`config.mk`:
```
export PLATFORM = sky130hd
export DESIGN_NAME = eq_ctrl_slave
export DESIGN_NICKNAME = d
export VERILOG_FILES = /design/src/rtl/eq_ctrl_pkg.sv /design/src/rtl/i2c_line_sync.sv /design/src/rtl/i2c_wr_fsm.sv /design/src/rtl/eq_band_regs.sv /design/src/rtl/eq_ctrl_slave.sv
export SDC_FILE = /design/constraint.sdc
export NUM_CORES = 1
export LEC_CHECK = 0
export BUFFER_PORTS_ARGS = -buffer_cell sky130_fd_sc_hd__buf_2
export CELL_PAD_IN_SITES_DETAIL_PLACEMENT = 1
export CELL_PAD_IN_SITES_GLOBAL_PLACEMENT = 2
export CORE_MARGIN = 1.5
export CORE_UTILIZATION = 25
export DETAILED_ROUTE_END_ITERATION = 16
export GPL_TIMING_DRIVEN = 0
export PLACE_DENSITY_LB_ADDON = 0.1
export RECOVER_POWER = 50
export SYNTH_ARGS = -nofsm -noshare
export SYNTH_HDL_FRONTEND = slang
export SYNTH_SLANG_ARGS = --single-unit
```
`constraint.sdc`:
```
create_clock -name clk -period 5.4 [get_ports clk]
set_clock_uncertainty 0.15 [all_clocks]
set_input_delay 1.08 -clock clk [delete_from_list [all_inputs] [get_ports clk]]
set_output_delay 1.08 -clock clk [all_outputs]
set_load 0.05 [all_outputs]
```
`src/rtl/eq_ctrl_pkg.sv`:
```
package eq_ctrl_pkg;

    typedef enum logic [2:0] {
        ST_IDLE,
        ST_ADDR,
        ST_ADDR_ACK,
        ST_SUB,
        ST_SUB_ACK,
        ST_DATA,
        ST_DATA_ACK,
        ST_SKIP
    } bus_state_t;

    localparam int BYTE_W     = 8;
    localparam int BOOST_LSB  = 4;
    localparam int CUT_LSB    = 0;
    localparam int DEFEAT_BIT = 7;

endpackage

```
`src/rtl/i2c_line_sync.sv`:
```
module i2c_line_sync #(
    parameter int SYNC_STAGES = 2
) (
    input  logic clk,
    input  logic rst_n,
    input  logic scl_in,
    input  logic sda_in,
    output logic sda_s,
    output logic scl_rise,
    output logic scl_fall,
    output logic start_det,
    output logic stop_det
);
    localparam int MSB = SYNC_STAGES - 1;

    logic [MSB:0] scl_pipe, sda_pipe;
    logic         scl_q, sda_q;
    logic         scl_s;

    always_ff @(posedge clk or negedge rst_n) begin
        if (!rst_n) begin
            scl_pipe <= '1;
            sda_pipe <= '1;
            scl_q    <= 1'b1;
            sda_q    <= 1'b1;
        end else begin
            scl_pipe <= {scl_pipe[MSB-1:0], scl_in};
            sda_pipe <= {sda_pipe[MSB-1:0], sda_in};
            scl_q    <= scl_pipe[MSB];
            sda_q    <= sda_pipe[MSB];
        end
    end

    assign scl_s     = scl_pipe[MSB];
    assign sda_s     = sda_pipe[MSB];
    assign scl_rise  = scl_s & ~scl_q;
    assign scl_fall  = ~scl_s & scl_q;
    assign start_det = scl_s & scl_q & sda_q & ~sda_s;
    assign stop_det  = scl_s & scl_q & ~sda_q & sda_s;

endmodule

```
`src/rtl/i2c_wr_fsm.sv`:
```
module i2c_wr_fsm
    import eq_ctrl_pkg::*;
#(
    parameter logic [7:0] DEV_ADDR_LO = 8'h84,
    parameter logic [7:0] DEV_ADDR_HI = 8'h86,
    parameter int         NUM_REGS    = 5,
    parameter int         STEP_W      = 3,
    localparam int        IDX_W       = $clog2(NUM_REGS)
) (
    input  logic              clk,
    input  logic              rst_n,
    input  logic              addr_sel,
    input  logic              sda_s,
    input  logic              scl_rise,
    input  logic              scl_fall,
    input  logic              start_det,
    input  logic              stop_det,
    output logic              sda_oe,
    output logic              wr_en,
    output logic [IDX_W-1:0]  wr_idx,
    output logic [STEP_W-1:0] wr_boost,
    output logic [STEP_W-1:0] wr_cut,
    output logic              wr_defeat
);
    localparam logic [3:0]        BIT_LAST = 4'(BYTE_W);
    localparam logic [BYTE_W-1:0] PTR_MAX  = '1;
    localparam logic [BYTE_W-1:0] PTR_LIM  = BYTE_W'(NUM_REGS);

    bus_state_t        state, nxt;
    logic [BYTE_W-1:0] shreg;
    logic [BYTE_W-1:0] ptr;
    logic [3:0]        bitcnt;
    logic              byte_done;
    logic              receiving;
    logic              in_ack;
    logic              addr_hit;

    assign byte_done = scl_fall && (bitcnt == BIT_LAST);
    assign receiving = (state == ST_ADDR) || (state == ST_SUB) || (state == ST_DATA);
    assign in_ack    = (state == ST_ADDR_ACK) || (state == ST_SUB_ACK) || (state == ST_DATA_ACK);
    assign addr_hit  = (shreg == (addr_sel ? DEV_ADDR_HI : DEV_ADDR_LO));

    // next-state logic
    always_comb begin
        nxt = state;
        if (start_det) begin
            nxt = ST_ADDR;
        end else if (stop_det) begin
            nxt = ST_IDLE;
        end else begin
            unique case (state)
                ST_IDLE:     nxt = ST_IDLE;
                ST_ADDR:     if (byte_done) nxt = addr_hit ? ST_ADDR_ACK : ST_SKIP;
                ST_ADDR_ACK: if (scl_fall)  nxt = ST_SUB;
                ST_SUB:      if (byte_done) nxt = ST_SUB_ACK;
                ST_SUB_ACK:  if (scl_fall)  nxt = ST_DATA;
                ST_DATA:     if (byte_done) nxt = ST_DATA_ACK;
                ST_DATA_ACK: if (scl_fall)  nxt = ST_DATA;
                ST_SKIP:     nxt = ST_SKIP;
                default:     nxt = ST_IDLE;
            endcase
        end
    end

    // state register
    always_ff @(posedge clk or negedge rst_n) begin
        if (!rst_n) state <= ST_IDLE;
        else        state <= nxt;
    end

    // shift register, bit counter and index pointer
    always_ff @(posedge clk or negedge rst_n) begin
        if (!rst_n) begin
            shreg  <= '0;
            bitcnt <= '0;
            ptr    <= '0;
        end else if (start_det || stop_det) begin
            bitcnt <= '0;
        end else begin
            if (receiving && scl_rise && (bitcnt != BIT_LAST)) begin
                shreg  <= {shreg[BYTE_W-2:0], sda_s};
                bitcnt <= bitcnt + 4'd1;
            end
            if (in_ack && scl_fall) begin
                bitcnt <= '0;
            end
            if ((state == ST_SUB) && byte_done) begin
                ptr <= shreg;
            end
            if ((state == ST_DATA) && byte_done && (ptr != PTR_MAX)) begin
                ptr <= ptr + 1'b1;
            end
        end
    end

    // outputs
    always_comb begin
        sda_oe    = in_ack;
        wr_en     = (state == ST_DATA) && byte_done && (ptr < PTR_LIM);
        wr_idx    = ptr[IDX_W-1:0];
        wr_boost  = shreg[BOOST_LSB +: STEP_W];
        wr_cut    = shreg[CUT_LSB +: STEP_W];
        wr_defeat = shreg[DEFEAT_BIT];
    end

endmodule

```
`src/rtl/eq_band_regs.sv`:
```
module eq_band_regs #(
    parameter int  NUM_BANDS = 5,
    parameter int  STEP_W    = 3,
    parameter int  MAX_STEP  = 5,
    localparam int IDX_W     = $clog2(NUM_BANDS),
    localparam int OUT_W     = NUM_BANDS * STEP_W
) (
    input  logic              clk,
    input  logic              rst_n,
    input  logic              wr_en,
    input  logic [IDX_W-1:0]  wr_idx,
    input  logic [STEP_W-1:0] wr_boost,
    input  logic [STEP_W-1:0] wr_cut,
    input  logic              wr_defeat,
    output logic              defeat,
    output logic [OUT_W-1:0]  boost_steps,
    output logic [OUT_W-1:0]  cut_steps
);
    localparam logic [STEP_W-1:0] LIM = STEP_W'(MAX_STEP);

    logic [NUM_BANDS-1:0][STEP_W-1:0] boost_q, cut_q;
    logic                             defeat_q;

    function automatic logic [STEP_W-1:0] clip(input logic [STEP_W-1:0] code);
        return (code > LIM) ? LIM : code;
    endfunction

    always_ff @(posedge clk or negedge rst_n) begin
        if (!rst_n) begin
            boost_q  <= '0;
            cut_q    <= '0;
            defeat_q <= 1'b1;
        end else if (wr_en) begin
            for (int b = 0; b < NUM_BANDS; b++) begin
                if (wr_idx == IDX_W'(b)) begin
                    boost_q[b] <= wr_boost;
                    cut_q[b]   <= wr_cut;
                end
            end
            if (wr_idx == '0) defeat_q <= wr_defeat;
        end
    end

    assign defeat = defeat_q;

    for (genvar g = 0; g < NUM_BANDS; g++) begin : g_band
        assign boost_steps[g*STEP_W +: STEP_W] = defeat_q ? '0 : clip(boost_q[g]);
        assign cut_steps[g*STEP_W +: STEP_W]   = defeat_q ? '0 : clip(cut_q[g]);
    end

endmodule

```
`src/rtl/eq_ctrl_slave.sv`:
```
module eq_ctrl_slave #(
    parameter int         NUM_BANDS   = 5,
    parameter int         STEP_W      = 3,
    parameter int         MAX_STEP    = 5,
    parameter int         SYNC_STAGES = 2,
    parameter logic [7:0] DEV_ADDR_LO = 8'h84,
    parameter logic [7:0] DEV_ADDR_HI = 8'h86,
    localparam int        IDX_W       = $clog2(NUM_BANDS),
    localparam int        OUT_W       = NUM_BANDS * STEP_W
) (
    input  logic             clk,
    input  logic             rst_n,
    input  logic             scl_in,
    input  logic             sda_in,
    input  logic             addr_sel,
    output logic             sda_oe,
    output logic             defeat,
    output logic [OUT_W-1:0] boost_steps,
    output logic [OUT_W-1:0] cut_steps
);
    logic              sda_s, scl_rise, scl_fall, start_det, stop_det;
    logic              wr_en, wr_defeat;
    logic [IDX_W-1:0]  wr_idx;
    logic [STEP_W-1:0] wr_boost, wr_cut;

    i2c_line_sync #(.SYNC_STAGES(SYNC_STAGES)) sync_i (
        .clk(clk), .rst_n(rst_n), .scl_in(scl_in), .sda_in(sda_in),
        .sda_s(sda_s), .scl_rise(scl_rise), .scl_fall(scl_fall),
        .start_det(start_det), .stop_det(stop_det)
    );

    i2c_wr_fsm #(
        .DEV_ADDR_LO(DEV_ADDR_LO), .DEV_ADDR_HI(DEV_ADDR_HI),
        .NUM_REGS(NUM_BANDS), .STEP_W(STEP_W)
    ) fsm_i (
        .clk(clk), .rst_n(rst_n), .addr_sel(addr_sel), .sda_s(sda_s),
        .scl_rise(scl_rise), .scl_fall(scl_fall),
        .start_det(start_det), .stop_det(stop_det),
        .sda_oe(sda_oe), .wr_en(wr_en), .wr_idx(wr_idx),
        .wr_boost(wr_boost), .wr_cut(wr_cut), .wr_defeat(wr_defeat)
    );

    eq_band_regs #(
        .NUM_BANDS(NUM_BANDS), .STEP_W(STEP_W), .MAX_STEP(MAX_STEP)
    ) regs_i (
        .clk(clk), .rst_n(rst_n), .wr_en(wr_en), .wr_idx(wr_idx),
        .wr_boost(wr_boost), .wr_cut(wr_cut), .wr_defeat(wr_defeat),
        .defeat(defeat), .boost_steps(boost_steps), .cut_steps(cut_steps)
    );

endmodule

```
Yosys cells after proc, flatten, opt, wreduce, memory -nomap -nowiden
Cells that the tools add are included.

cells by class
  add/sub/neg operators = 2
  multiplexer cells = 35
  equal/unequal tests = 20
  $lt $le $gt $ge = 11
  bitwise gates (word level) = 12
  reductions and logical operators = 26

operators by type and width
  cell                                                         number
  two-way mux 3 bit                                            28
  greater-than comparator 3 bit (second input constant)        10
  one-hot mux 3 bit (7 select lines)                           1
  != test 4 x 1 -> 1 bit (second input constant)               5
  two-way mux 8 bit                                            2
  == test 3 bit (second input constant)                        5
  AND reduction 2 bit                                          7
  == test 3 x 2 -> 1 bit (second input constant)               4
  two-way mux 4 bit                                            3
  adder 8 x 1 -> 8 bit (second input constant)                 1
  == test 8 bit                                                1
  logical AND 1 bit                                            8
  less-than comparator 8 x 3 -> 1 bit (second input constant)  1
  != test 8 bit (second input constant)                        1
  bitwise AND 1 bit                                            7
  == test 3 x 1 -> 1 bit (second input constant)               2
  zero test 3 bit                                              2
  logical OR 1 bit                                             5
  inverter 1 bit                                               5
  AND reduction 5 bit                                          1
  adder 4 x 1 -> 4 bit (second input constant)                 1
  == test 4 bit (second input constant)                        1
  != test 4 bit (second input constant)                        1
  nonzero test 3 bit                                           1
  other kinds (3)                                              3

word-level totals
  input port bits = 5
  word-level logic and storage cells = 125
  output and inout bits = 32
  bits in registers = 60

Logic depth before layout (Yosys ltp)
Gate-level depths: netlist of the first run.

  word-level depth = 8
  gate-level depth with buffers = 8
  mapped depth without buffers = 7

Modules after synthesis
Synthesis of the first run repeated with hierarchy kept, for this count alone.

second synthesis, totals
  cells, all modules = 275
  area, all modules = 3069.2 µm²

by module, submodules not included
  module         area an instance (µm²)  times used  sequential area each (µm²)  cells each
  eq_band_regs   1442.6                  1           777.0                       113
  i2c_wr_fsm     1436.4                  1           575.6                       152
  i2c_line_sync  190.2                   1           157.7                       10

Worst setup path after synthesis of the first run
No wires, ideal clock.

  path kind = register to output
  start = reg regs_i.defeat_q (netlist: regs_i.defeat)
  end = out boost_steps[10]
  data required time = 4.170 ns
  path buffers = 1
  path slack = 2.319 ns
  cell stages (with the launch flop) = 3
  data arrival time = 1.851 ns
  path through = dfstp_2 > buf_1 > nor3b_1

between the ends
  word-level cells in the longest chain between the ends = 1

ends and longest elaborated chain
  element                 RTL line             text
  start, declared         eq_band_regs.sv:22   logic defeat_q;
  start signal, assigned  eq_band_regs.sv:40   if (wr_idx == '0) defeat_q <= wr_defeat;
  two-way mux 3 bit       eq_band_regs.sv:47   assign boost_steps[g*STEP_W +: STEP_W] = defeat_q ? '0 : clip(boost_q[g]);
  end, declared           eq_ctrl_slave.sv:18  output logic [OUT_W-1:0] boost_steps,

No other way between the ends.

Final worst setup path of the first run
  start = reg regs_i.defeat_q (netlist: regs_i.defeat)
  end = out boost_steps[9]

The elaborated chain is that of the path after synthesis.

==> results.cfg, run 1 <==
[global_route]
grt-busiest-layer = met2
first_global_vias = 2285
grt_start_max_net_pins = 61
gr-usage-met2_pct = 20.37
globalRouteTotalUtil_pct = 12.87
number_of_antenna_violations_at_the_first_check_in_global_routing = 0
grtUsageMet3_pct = 3.428
first_pass_grt_wire_length_mm = 12.37
global_route.usage.met1_pct = 16.82
grt_remaining_overflow = 0

[floorplan]
die_area_um2 = 12700
ios = 37
initial_utilization_pct = 26.02
core-area_um2 = 11560
floorplan.die.width_um = 112.7
rows = 39
die_h_um = 112.7

[clocking]
ctsHtreeMaxLevel = 3
cts_repair_resize_count = 0
cts_hold_buffers = 0
cts.sink_count = 60
worst_skew_pair.late_latency_ns = 0.32
post_cts_buffers = 0
cts_tree = built
clk_pin_slew_worst_paths_ns = 0.05
ctsRootBufferMaster = sky130_fd_sc_hd__clkbuf_16
number_of_buffers_inserted_during_clock_tree_synthesis = 9
clk_path_buf_depth = 2

[sta]
worst-slew-pin-transition_ns = 1.110
max_freq_ghz = 0.3365
timing.final.crit_period_ns = 2.972
fin_tns_setup_ns = 0
finalSetupViolations = 0
relSlewSlack_pct = 24.96
setup_repair_after_global_routing_missed_its_margin = no
post-route-period-util_pct = 55.04
count_of_final_hold_check_violations = 0
maxSlewViolCount = 0

[setup_path]
timing.critical_path.slowest_stage_cell = sky130_fd_sc_hd__dfstp_2
end_kind = output pin
worstPathCellList = clkbuf_1 -> nor2_1 -> buf_2
critPathMaxStageDelay_ns = 0.56
worst_setup_path_start_kind = flip-flop
timing_worst_setup_path_type = reg2out
cp.arrival_ns = 1.74
worst-path-max-fanout = 10
critPathRequiredTime_ns = 4.17

[cells_and_area]
fillerInstances = 1307
drive_above_1_share_pct = 32.70
final_nets = 326
ant_cells = 0
flow.area_growth_from_synthesis_pct = 20.87
final_instance_area_um2 = 3637

[detailed_routing]
detailedRoute.firstPassIterationCount = 4
detailroute.via_count = 2141
drc = 0
first_iter_violations = 81
vias_per_cell = 4.644
drtAntennaViolNets = 0
totalWireLength_mm = 7.604
average_wire_per_standard_cell_um = 16.49

[job]
max_cap_viol_count = 0

[logic_synthesis]
synth_nets = 279
synth.yosys.warnings = 0
syn-instance-count = 266
synthesis_stage_register_bit_count = 60
synth.yosys.seq_area_share_pct = 50.19
cell_area_after_synthesis_um2 = 3009
postSynth.asyncResetShare_pct = 100.0
ys.flop_type = sky130_fd_sc_hd__dfrtp_1
number_of_synthesized_flops_with_an_enable_pin = 0
synth_area_per_cell_um2 = 11.31
synth_cell_types = 49

[power_and_ir_drop]
p_per_area_nw_per_um2 = 334.4
leakagePower_uw = 0.001787
ir_worst_vdd_mv = 0.1780

[outcome]
outcome = finished, final reports clean

[place]
port-buffer-count = 36
finalWeightedCongestion = 0.6991
place.detailed.hpwl_mm = 5.248
post_dp_cell_area_um2 = 3371

[worst_hold_path]
min-delay-path-class = reg2reg
[worst max-delay path: cells and delay by family, from the launching register on]
kind,cells,cell delay (ns)
buf+inv,2,0.74
flops,1,0.56
simple gates,1,0.11
[synth_stat cells, types with 2 or more instances]
library cell	number	area, µm²
sky130_fd_sc_hd__dfrtp_1	53	1326
sky130_fd_sc_hd__mux2_2	38	427.9
sky130_fd_sc_hd__nand2_1	21	78.83
sky130_fd_sc_hd__a21oi_1	17	85.08
sky130_fd_sc_hd__nor2_1	16	60.06
sky130_fd_sc_hd__nor2b_1	12	75.07
sky130_fd_sc_hd__inv_1	11	41.29
sky130_fd_sc_hd__nor3b_1	10	75.07
sky130_fd_sc_hd__ha_1	8	100.1
sky130_fd_sc_hd__clkbuf_1	7	26.28
sky130_fd_sc_hd__dfstp_2	7	183.9
sky130_fd_sc_hd__mux2i_1	7	70.07
sky130_fd_sc_hd__o21ai_0	6	30.03
sky130_fd_sc_hd__xor2_1	4	35.03
sky130_fd_sc_hd__and2_1	3	18.77
sky130_fd_sc_hd__buf_2	3	15.01
sky130_fd_sc_hd__nand3_1	3	15.01
sky130_fd_sc_hd__nand4_1	3	18.77
sky130_fd_sc_hd__a2bb2oi_1	2	17.52
sky130_fd_sc_hd__a31oi_1	2	12.51
sky130_fd_sc_hd__and3_1	2	12.51
sky130_fd_sc_hd__and4_1	2	17.52
sky130_fd_sc_hd__nor3_1	2	10.01
sky130_fd_sc_hd__xnor2_1	2	17.52
[final timing paths]
check | start | end | slack [ns] | depth (start not counted)
setup / recovery | regs_i.defeat | boost_steps[9] | 2.43 | 3
hold / removal | sync_i.sda_pipe[0] | sync_i.sda_pipe[1] | 0.21 | 0
setup reg to reg | fsm_i.bitcnt[0] | fsm_i.shreg[6] | 2.59 | 6
hold reg to reg | sync_i.sda_pipe[0] | sync_i.sda_pipe[1] | 0.21 | 0
max in group asynchronous | rst_n | fsm_i.bitcnt[0] | 3.88 | 1
min in group asynchronous | rst_n | regs_i.cut_q[13] | 0.68 | 1
[sequential cells by signal (all words and copies together) (netlist names)]
name and flops:
regs_i.cut_q 15, sync_i.sda_pipe 2, regs_i.defeat 1, fsm_i.bitcnt 4
regs_i.boost_q 15, sync_i.scl_pipe 2, sync_i.sda_q 1, sync_i.scl_q 1
fsm_i.ptr 8, fsm_i.state 3, fsm_i.shreg 8
[cells by family (layout without fill, tap and decap cells)]
| group | Yosys count | after routing | share of synthesized area, % |
|---|---|---|---|
| multiplexers | 45 | 45 | 16.55 |
| AND/OR/NAND/NOR | 86 | 86 | 16.51 |
| AO/OA/AOI/OAI | 38 | 38 | 8.566 |
| adder cells (fa/ha/maj) | 8 | 8 | 3.327 |
| buffers and inverters | 23 | 75 | 3.119 |
| XOR/XNOR | 6 | 6 | 1.746 |
| flip-flops | 60 | 60 | 50.19 |
[report_power, final]
group / switching, µW / total, µW / internal [µW]
sequential: 50.2 / 541 / 491
clock: 201 / 534 / 334
combinational: 87.1 / 141 / 53.9
total: 338 / 1220 / 878
[cell type report]
type,count,area [µm²],share of cell area [%]
clock buffers,12,256.5,7.052
multi-input cells,183,1393,38.29
repair buffers,36,181.4,4.988
well taps,143,178.9,4.919
clock inverters,4,23.77,0.6536
plain buffers,12,52.55,1.445
inverters,11,41.29,1.135
flip-flops and latches,60,1510,41.52
[routing by layer]
layer | vias up | part of all wire (%)
met5 | - | 0
li1 | 1034 | -
met2 | 23 | 47
met3 | 11 | 2.4
met1 | 1073 | 49
met4 | 0 | 1.3
[cell usage in the layout, fill, tap and decap left out, types with 3 or more instances in the layout]
| master | Yosys | routed |
|---|---|---|
| sky130_fd_sc_hd__dfrtp_1 | 53 | 53 |
| sky130_fd_sc_hd__mux2_2 | 38 | 38 |
| sky130_fd_sc_hd__buf_2 | 3 | 37 |
| sky130_fd_sc_hd__nand2_1 | 21 | 21 |
| sky130_fd_sc_hd__a21oi_1 | 17 | 17 |
| sky130_fd_sc_hd__nor2_1 | 16 | 16 |
| sky130_fd_sc_hd__nor2b_1 | 12 | 12 |
| sky130_fd_sc_hd__inv_1 | 11 | 11 |
| sky130_fd_sc_hd__nor3b_1 | 10 | 10 |
| sky130_fd_sc_hd__clkbuf_1 | 7 | 9 |
| sky130_fd_sc_hd__clkbuf_16 | 0 | 9 |
| sky130_fd_sc_hd__ha_1 | 8 | 8 |
| sky130_fd_sc_hd__mux2i_1 | 7 | 7 |
| sky130_fd_sc_hd__o21ai_0 | 6 | 7 |
| sky130_fd_sc_hd__dfstp_2 | 7 | 5 |
| sky130_fd_sc_hd__nand4_1 | 3 | 4 |
| sky130_fd_sc_hd__xor2_1 | 4 | 4 |
| sky130_fd_sc_hd__nand3_1 | 3 | 3 |
| sky130_fd_sc_hd__clkinv_2 | 0 | 3 |
[per-stage QoR]
stage	worst slack, ns	std cells	hold slack (ns)	util (%)	total power (µW)
CTS	2.337	461	0.2053	31.57	1246
detailed placement	2.722	445	0.1976	29.15	698.9
finish	2.428	461	0.2097	31.45	1216
global route	2.286	461	0.2129	31.45	1286
global placement	2.666	445	0.1954	29.12	698.6
floorplan	2.319	266	0.1952	-	625.3
Power figures use the tool's default switching activity.
==> run 2, diff against run 1 <==
==> constraint.sdc (replaced) <==
create_clock -name clk -period 2.8 [get_ports clk]
set_clock_uncertainty 0.15 [all_clocks]
set_input_delay 0.56 -clock clk [delete_from_list [all_inputs] [get_ports clk]]
set_output_delay 0.56 -clock clk [all_outputs]
set_load 0.05 [all_outputs]
==> results.cfg, run 2 (synthesis results as in run 1) <==
[place]
place.detailed.hpwl_mm = 5.248
place.detailed.instances = 445
port-buffer-count = 36
post_place_setup_slack_ns = 0.1891
finalWeightedCongestion = 0.6991

[sta]
fin_hold_ws_ns = 0.1835
count_of_final_hold_check_violations = 0
finalSetupViolations = 0
maxSlewViolCount = 61
worst-slew-pin-transition_ns = 1.556
timing.final.crit_period_ns = 2.452
post-route-period-util_pct = 87.58
layout_setup_ws_ns = 0.3479
relSlewSlack_pct = -3.754
max_freq_ghz = 0.4078
fin_tns_setup_ns = 0
setup_repair_after_global_routing_missed_its_margin = no

[setup_path]
critPathMaxStageDelay_ns = 0.56
cp.arrival_ns = 1.74
r2r_worst_path_depth = 7
crit_end = boost_steps[9]
regToRegStartpoint = fsm_i.bitcnt[0]
worst-path-max-fanout = 10
critPathRequiredTime_ns = 2.09
worst_setup_path_start_kind = flip-flop
setup.reg_to_reg.worst_slack_ns = 0.35
end_kind = output pin
worstReg2RegEnd = regs_i.boost_q[2]
timing.critical_path.slowest_stage_cell = sky130_fd_sc_hd__dfstp_2
worstPathCellList = clkbuf_1 -> nor2_1 -> buf_2
startpoint = regs_i.defeat
timing_worst_setup_path_type = reg2out

[clocking]
ctsHtreeMaxLevel = 3
ctsRootBufferMaster = sky130_fd_sc_hd__clkbuf_16
post_cts_buffers = 0
cts_hold_buffers = 0
clk_pin_slew_worst_paths_ns = 0.05
number_of_buffers_inserted_during_clock_tree_synthesis = 9
cts_tree = built
cts.sink_count = 60
worst_skew_pair.late_latency_ns = 0.32
clk_path_buf_depth = 2

[detailed_routing]
totalWireLength_mm = 7.606
detailroute.via_count = 2147
drc = 0
first_iter_violations = 79
detailedRoute.firstPassIterationCount = 4
vias_per_cell = 4.657
drtAntennaViolNets = 0
average_wire_per_standard_cell_um = 16.50

[power_and_ir_drop]
p_per_area_nw_per_um2 = 642.8
ir_worst_vdd_mv = 0.3432
leakagePower_uw = 0.001786

[cells_and_area]
flow.area_growth_from_synthesis_pct = 21.41
drive_above_1_share_pct = 33.33
multi_input_gate_area_um2 = 1413
instances_no_fill = 461
final_nets = 326
reg_area_um2 = 1510
final_core_util_pct = 31.59
layout_common_cells = sky130_fd_sc_hd__dfrtp_1, sky130_fd_sc_hd__mux2_2, sky130_fd_sc_hd__buf_2
commonest_non_fill_non_tap_cell_in_the_layout = sky130_fd_sc_hd__dfrtp_1
ant_cells = 0
fillerInstances = 1304
layout_top_registers = regs_i.boost_q: 15 flops, regs_i.cut_q: 15 flops

[floorplan]
initial_utilization_pct = 26.02
rows = 39
ios = 37
core-area_um2 = 11560
die_area_um2 = 12700
die_h_um = 112.7
floorplan.die.width_um = 112.7

[global_route]
grt_start_max_net_pins = 61
grt_remaining_overflow = 0
first_pass_grt_wire_length_mm = 12.37
first_global_vias = 2285
globalRouteTotalUtil_pct = 12.87
number_of_antenna_violations_at_the_first_check_in_global_routing = 0

[outcome]
failed_checks = capacitance limit, slew limit
outcome = finished, violations left

[job]
max_cap_viol_count = 1

[worst_hold_path]
min-delay-path-class = in2reg
-- run 2: changes by cell type in the layout (fill, tap and decap cells not counted), sizes merged --
cell / delta
buf: -2
clkbuf: +2
-- run 2: timing repair --
action,in CTS,in global routing
gates resized for setup,0,1
hold endpoints to repair,0,0
setup endpoints to repair,0,1
-- run 2: layout make-up --
class,count,area share [%]
Sequential cell,60,41.34
Multi-Input combinational cell,183,38.66
Clock buffer,12,7.021
Tap cell,143,4.897
Timing Repair Buffer,36,4.863
Buffer,12,1.438
Inverter,11,1.130
Clock inverter,4,0.6507
-- run 2: worst min-delay path by stage --
stage | slack (ns) | from | cells after the start | endpoint
after CTS | 0.17 | scl_in | 1 | sync_i.scl_pipe[0]
final | 0.18 | scl_in | 1 | sync_i.scl_pipe[0]
after global placement | 0.20 | sync_i.scl_pipe[0] | 0 | sync_i.scl_pipe[1]
after detailed placement | 0.20 | sync_i.sda_pipe[0] | 0 | sync_i.sda_pipe[1]
after global routing | 0.16 | sda_in | 1 | sync_i.sda_pipe[0]
after floorplan | 0.11 | rst_n | 0 | fsm_i.bitcnt[0]
-- run 2: through the flow --
stage | power [µW] | area (µm²)
2_1_floorplan | 1206 | 3009
3_3_place_gp | 1347 | 3368
3_5_place_dp | 1348 | 3371
4_1_cts | 2402 | 3651
5_1_grt | 2482 | 3654
6_report | 2348 | 3654
-- run 2: where the power goes --
group,switching [µW],total [µW],internal [µW]
logic,170,274,104
registers,97.8,1040,947
clock network,387,1030,643
-- run 2: critical path, delay by kind of cell (launching register included) --
| family | cells | cell delay [ns] |
|---|---|---|
| simple gates | 1 | 0.11 |
| flops | 1 | 0.56 |
| buf+inv | 2 | 0.74 |
-- run 2: routing by layer --
metal  GRT usage, %  part of all wire [%]  up-vias
li1               -                     -     1036
met1          16.82                    49     1077
met2          20.37                    47       23
met3          3.428                   2.5       11
met4          5.063                   1.3        0
met5              0                     0        -
==> run 3, diff against run 2 <==
--- a/config.mk
+++ b/config.mk
@@ -10,10 +10,12 @@
 export CELL_PAD_IN_SITES_GLOBAL_PLACEMENT = 2
 export CORE_MARGIN = 1.5
 export CORE_UTILIZATION = 25
+export CTS_BUF_LIST = sky130_fd_sc_hd__clkbuf_16
 export DETAILED_ROUTE_END_ITERATION = 16
 export GPL_TIMING_DRIVEN = 0
 export PLACE_DENSITY_LB_ADDON = 0.1
 export RECOVER_POWER = 50
+export SETUP_SLACK_MARGIN = 0.15
 export SYNTH_ARGS = -nofsm -noshare
 export SYNTH_HDL_FRONTEND = slang
 export SYNTH_SLANG_ARGS = --single-unit
==> constraint.sdc (replaced) <==
create_clock -name clk -period 2.9 [get_ports clk]
set_clock_uncertainty 0.15 [all_clocks]
set_input_delay 0.58 -clock clk [delete_from_list [all_inputs] [get_ports clk]]
set_output_delay 0.58 -clock clk [all_outputs]
set_load 0.05 [all_outputs]
==> results.cfg, run 3 (synthesis results as in run 1) <==
[global_route]
first_global_vias = 2289
grt_start_max_net_pins = 61
number_of_antenna_violations_at_the_first_check_in_global_routing = 0
globalRouteTotalUtil_pct = 12.87
first_pass_grt_wire_length_mm = 12.38
grt_remaining_overflow = 0

[cells_and_area]
final_core_util_pct = 31.36
commonest_non_fill_non_tap_cell_in_the_layout = sky130_fd_sc_hd__dfrtp_1
drive_above_1_share_pct = 32.39
layout_top_registers = regs_i.boost_q: 15 flops, regs_i.cut_q: 15 flops
fillerInstances = 1309
final_nets = 326
layout_common_cells = sky130_fd_sc_hd__dfrtp_1, sky130_fd_sc_hd__mux2_2, sky130_fd_sc_hd__buf_2
ant_cells = 0
flow.area_growth_from_synthesis_pct = 20.54

[clocking]
clk_pin_slew_worst_paths_ns = 0.05
post_cts_buffers = 0
number_of_buffers_inserted_during_clock_tree_synthesis = 9
clk_path_buf_depth = 2
cts.sink_count = 60
cts_tree = built
ctsRootBufferMaster = sky130_fd_sc_hd__clkbuf_16
worst_skew_pair.late_latency_ns = 0.32
ctsHtreeMaxLevel = 3

[detailed_routing]
first_iter_violations = 71
average_wire_per_standard_cell_um = 16.49
detailedRoute.firstPassIterationCount = 4
totalWireLength_mm = 7.603
drc = 0
detailroute.via_count = 2151
drtAntennaViolNets = 0
vias_per_cell = 4.666

[place]
place.detailed.hpwl_mm = 5.248
finalWeightedCongestion = 0.6991
port-buffer-count = 36

[power_and_ir_drop]
pwr-share-clk_pct = 42.4
cell_internal_power_dissipation_uw = 1579
combinationalPowerShare_pct = 11.9
power.share.sequential_pct = 45.7
ir_worst_vdd_mv = 0.3124
leakagePower_uw = 0.001777
power.switching_fraction_pct = 28.45
power.switching_uw = 627.8
p_per_area_nw_per_um2 = 608.3

[setup_path]
worstPathCellList = inv_1 -> ha_1 -> and3b_1 -> nand4_1 -> nor4_2 -> nand2_1 -> mux2_2
cp.arrival_ns = 2.64
r2r_worst_path_depth = 7
timing_worst_setup_path_type = reg2reg
critPathRequiredTime_ns = 2.96
cp_num_cells = 7
cell_class_contributing_the_biggest_share_of_worst_path_delay = simple AND/OR/NAND/NOR gates
timing.critical_path.slowest_stage_cell = sky130_fd_sc_hd__nor4_2
end_kind = flip-flop
setup.reg_to_reg.worst_slack_ns = 0.32
worst_setup_path_start_kind = flip-flop
critPathMaxStageDelay_ns = 0.42
combined_buffer_and_inverter_count_along_the_critical_path = 1
worst-path-max-fanout = 7

[worst_hold_path]
worst_hold_path.num_cells = 1
min-delay-path-class = in2reg

[outcome]
outcome = finished, violations left
failed_checks = capacitance limit, slew limit

[sta]
fin_hold_ws_ns = 0.2031
setup_repair_after_global_routing_missed_its_margin = no
timing.final.crit_period_ns = 2.580
post-route-period-util_pct = 88.96
fin_tns_setup_ns = 0
max_freq_ghz = 0.3876
maxSlewViolCount = 61
finalSetupViolations = 0
relSlewSlack_pct = -2.914
count_of_final_hold_check_violations = 0
worst-slew-pin-transition_ns = 1.544

[floorplan]
rows = 39
core-area_um2 = 11560
die_area_um2 = 12700
floorplan.die.width_um = 112.7
die_h_um = 112.7
initial_utilization_pct = 26.02
ios = 37

[job]
max_cap_viol_count = 1
==> run 3: per-stage QoR <==
stage / instance area (µm²) / total power [µW] / instances / setup slack (ns)
floorplan: 3009 / 1164 / 266 / 0.3192
global route: 3627 / 2338 / 461 / 0.1609
finish: 3627 / 2207 / 461 / 0.3201
CTS: 3631 / 2261 / 461 / 0.2367
global placement: 3368 / 1301 / 445 / 0.2763
detailed placement: 3371 / 1301 / 445 / 0.2891
==> run 3: path summary, 6_finish.rpt <==
path / start / endpoint
worst min-delay path: sda_in / sync_i.sda_pipe[0]
max in group asynchronous: rst_n / fsm_i.bitcnt[0]
min in group asynchronous: rst_n / regs_i.cut_q[13]
worst min register to register: sync_i.sda_pipe[0] / sync_i.sda_pipe[1]
worst max register to register: fsm_i.bitcnt[0] / regs_i.boost_q[2]
worst max-delay path: fsm_i.bitcnt[0] / regs_i.boost_q[2]
==> run 3: power by group through the flow <==
stage	clock [µW]	combinational, µW	sequential (µW)
floorplan	0	181	983
global placement	0	272	1030
detailed placement	0	274	1030
CTS	972	275	1010
global route	1010	305	1020
finish	935	264	1010
==> run 3: area by class of cell <==
cell class                      instances  area, µm²  area share [%]
Buffer                                 12      52.55           1.449
Inverter                               11      41.29           1.138
Clock inverter                          7      35.03          0.9658
Clock buffer                            9      225.2           6.209
Timing Repair Buffer                   36      177.7           4.898
Sequential cell                        60       1510           41.64
Tap cell                              143      178.9           4.933
Multi-Input combinational cell        183       1406           38.77
==> run 3: what timing repair did <==
action	4_1_cts	5_1_grt
gates resized for setup	0	1
hold buffers	0	0
endpoints found under the setup margin	0	1
==> run 3: per-layer routing <==
metal	share of wire (%)	wire (µm)	track usage [%]
met5	0	0	0
met4	1.4	104	5.063
met3	2.7	203	3.428
met2	47	3554	20.33
met1	49	3740	16.86
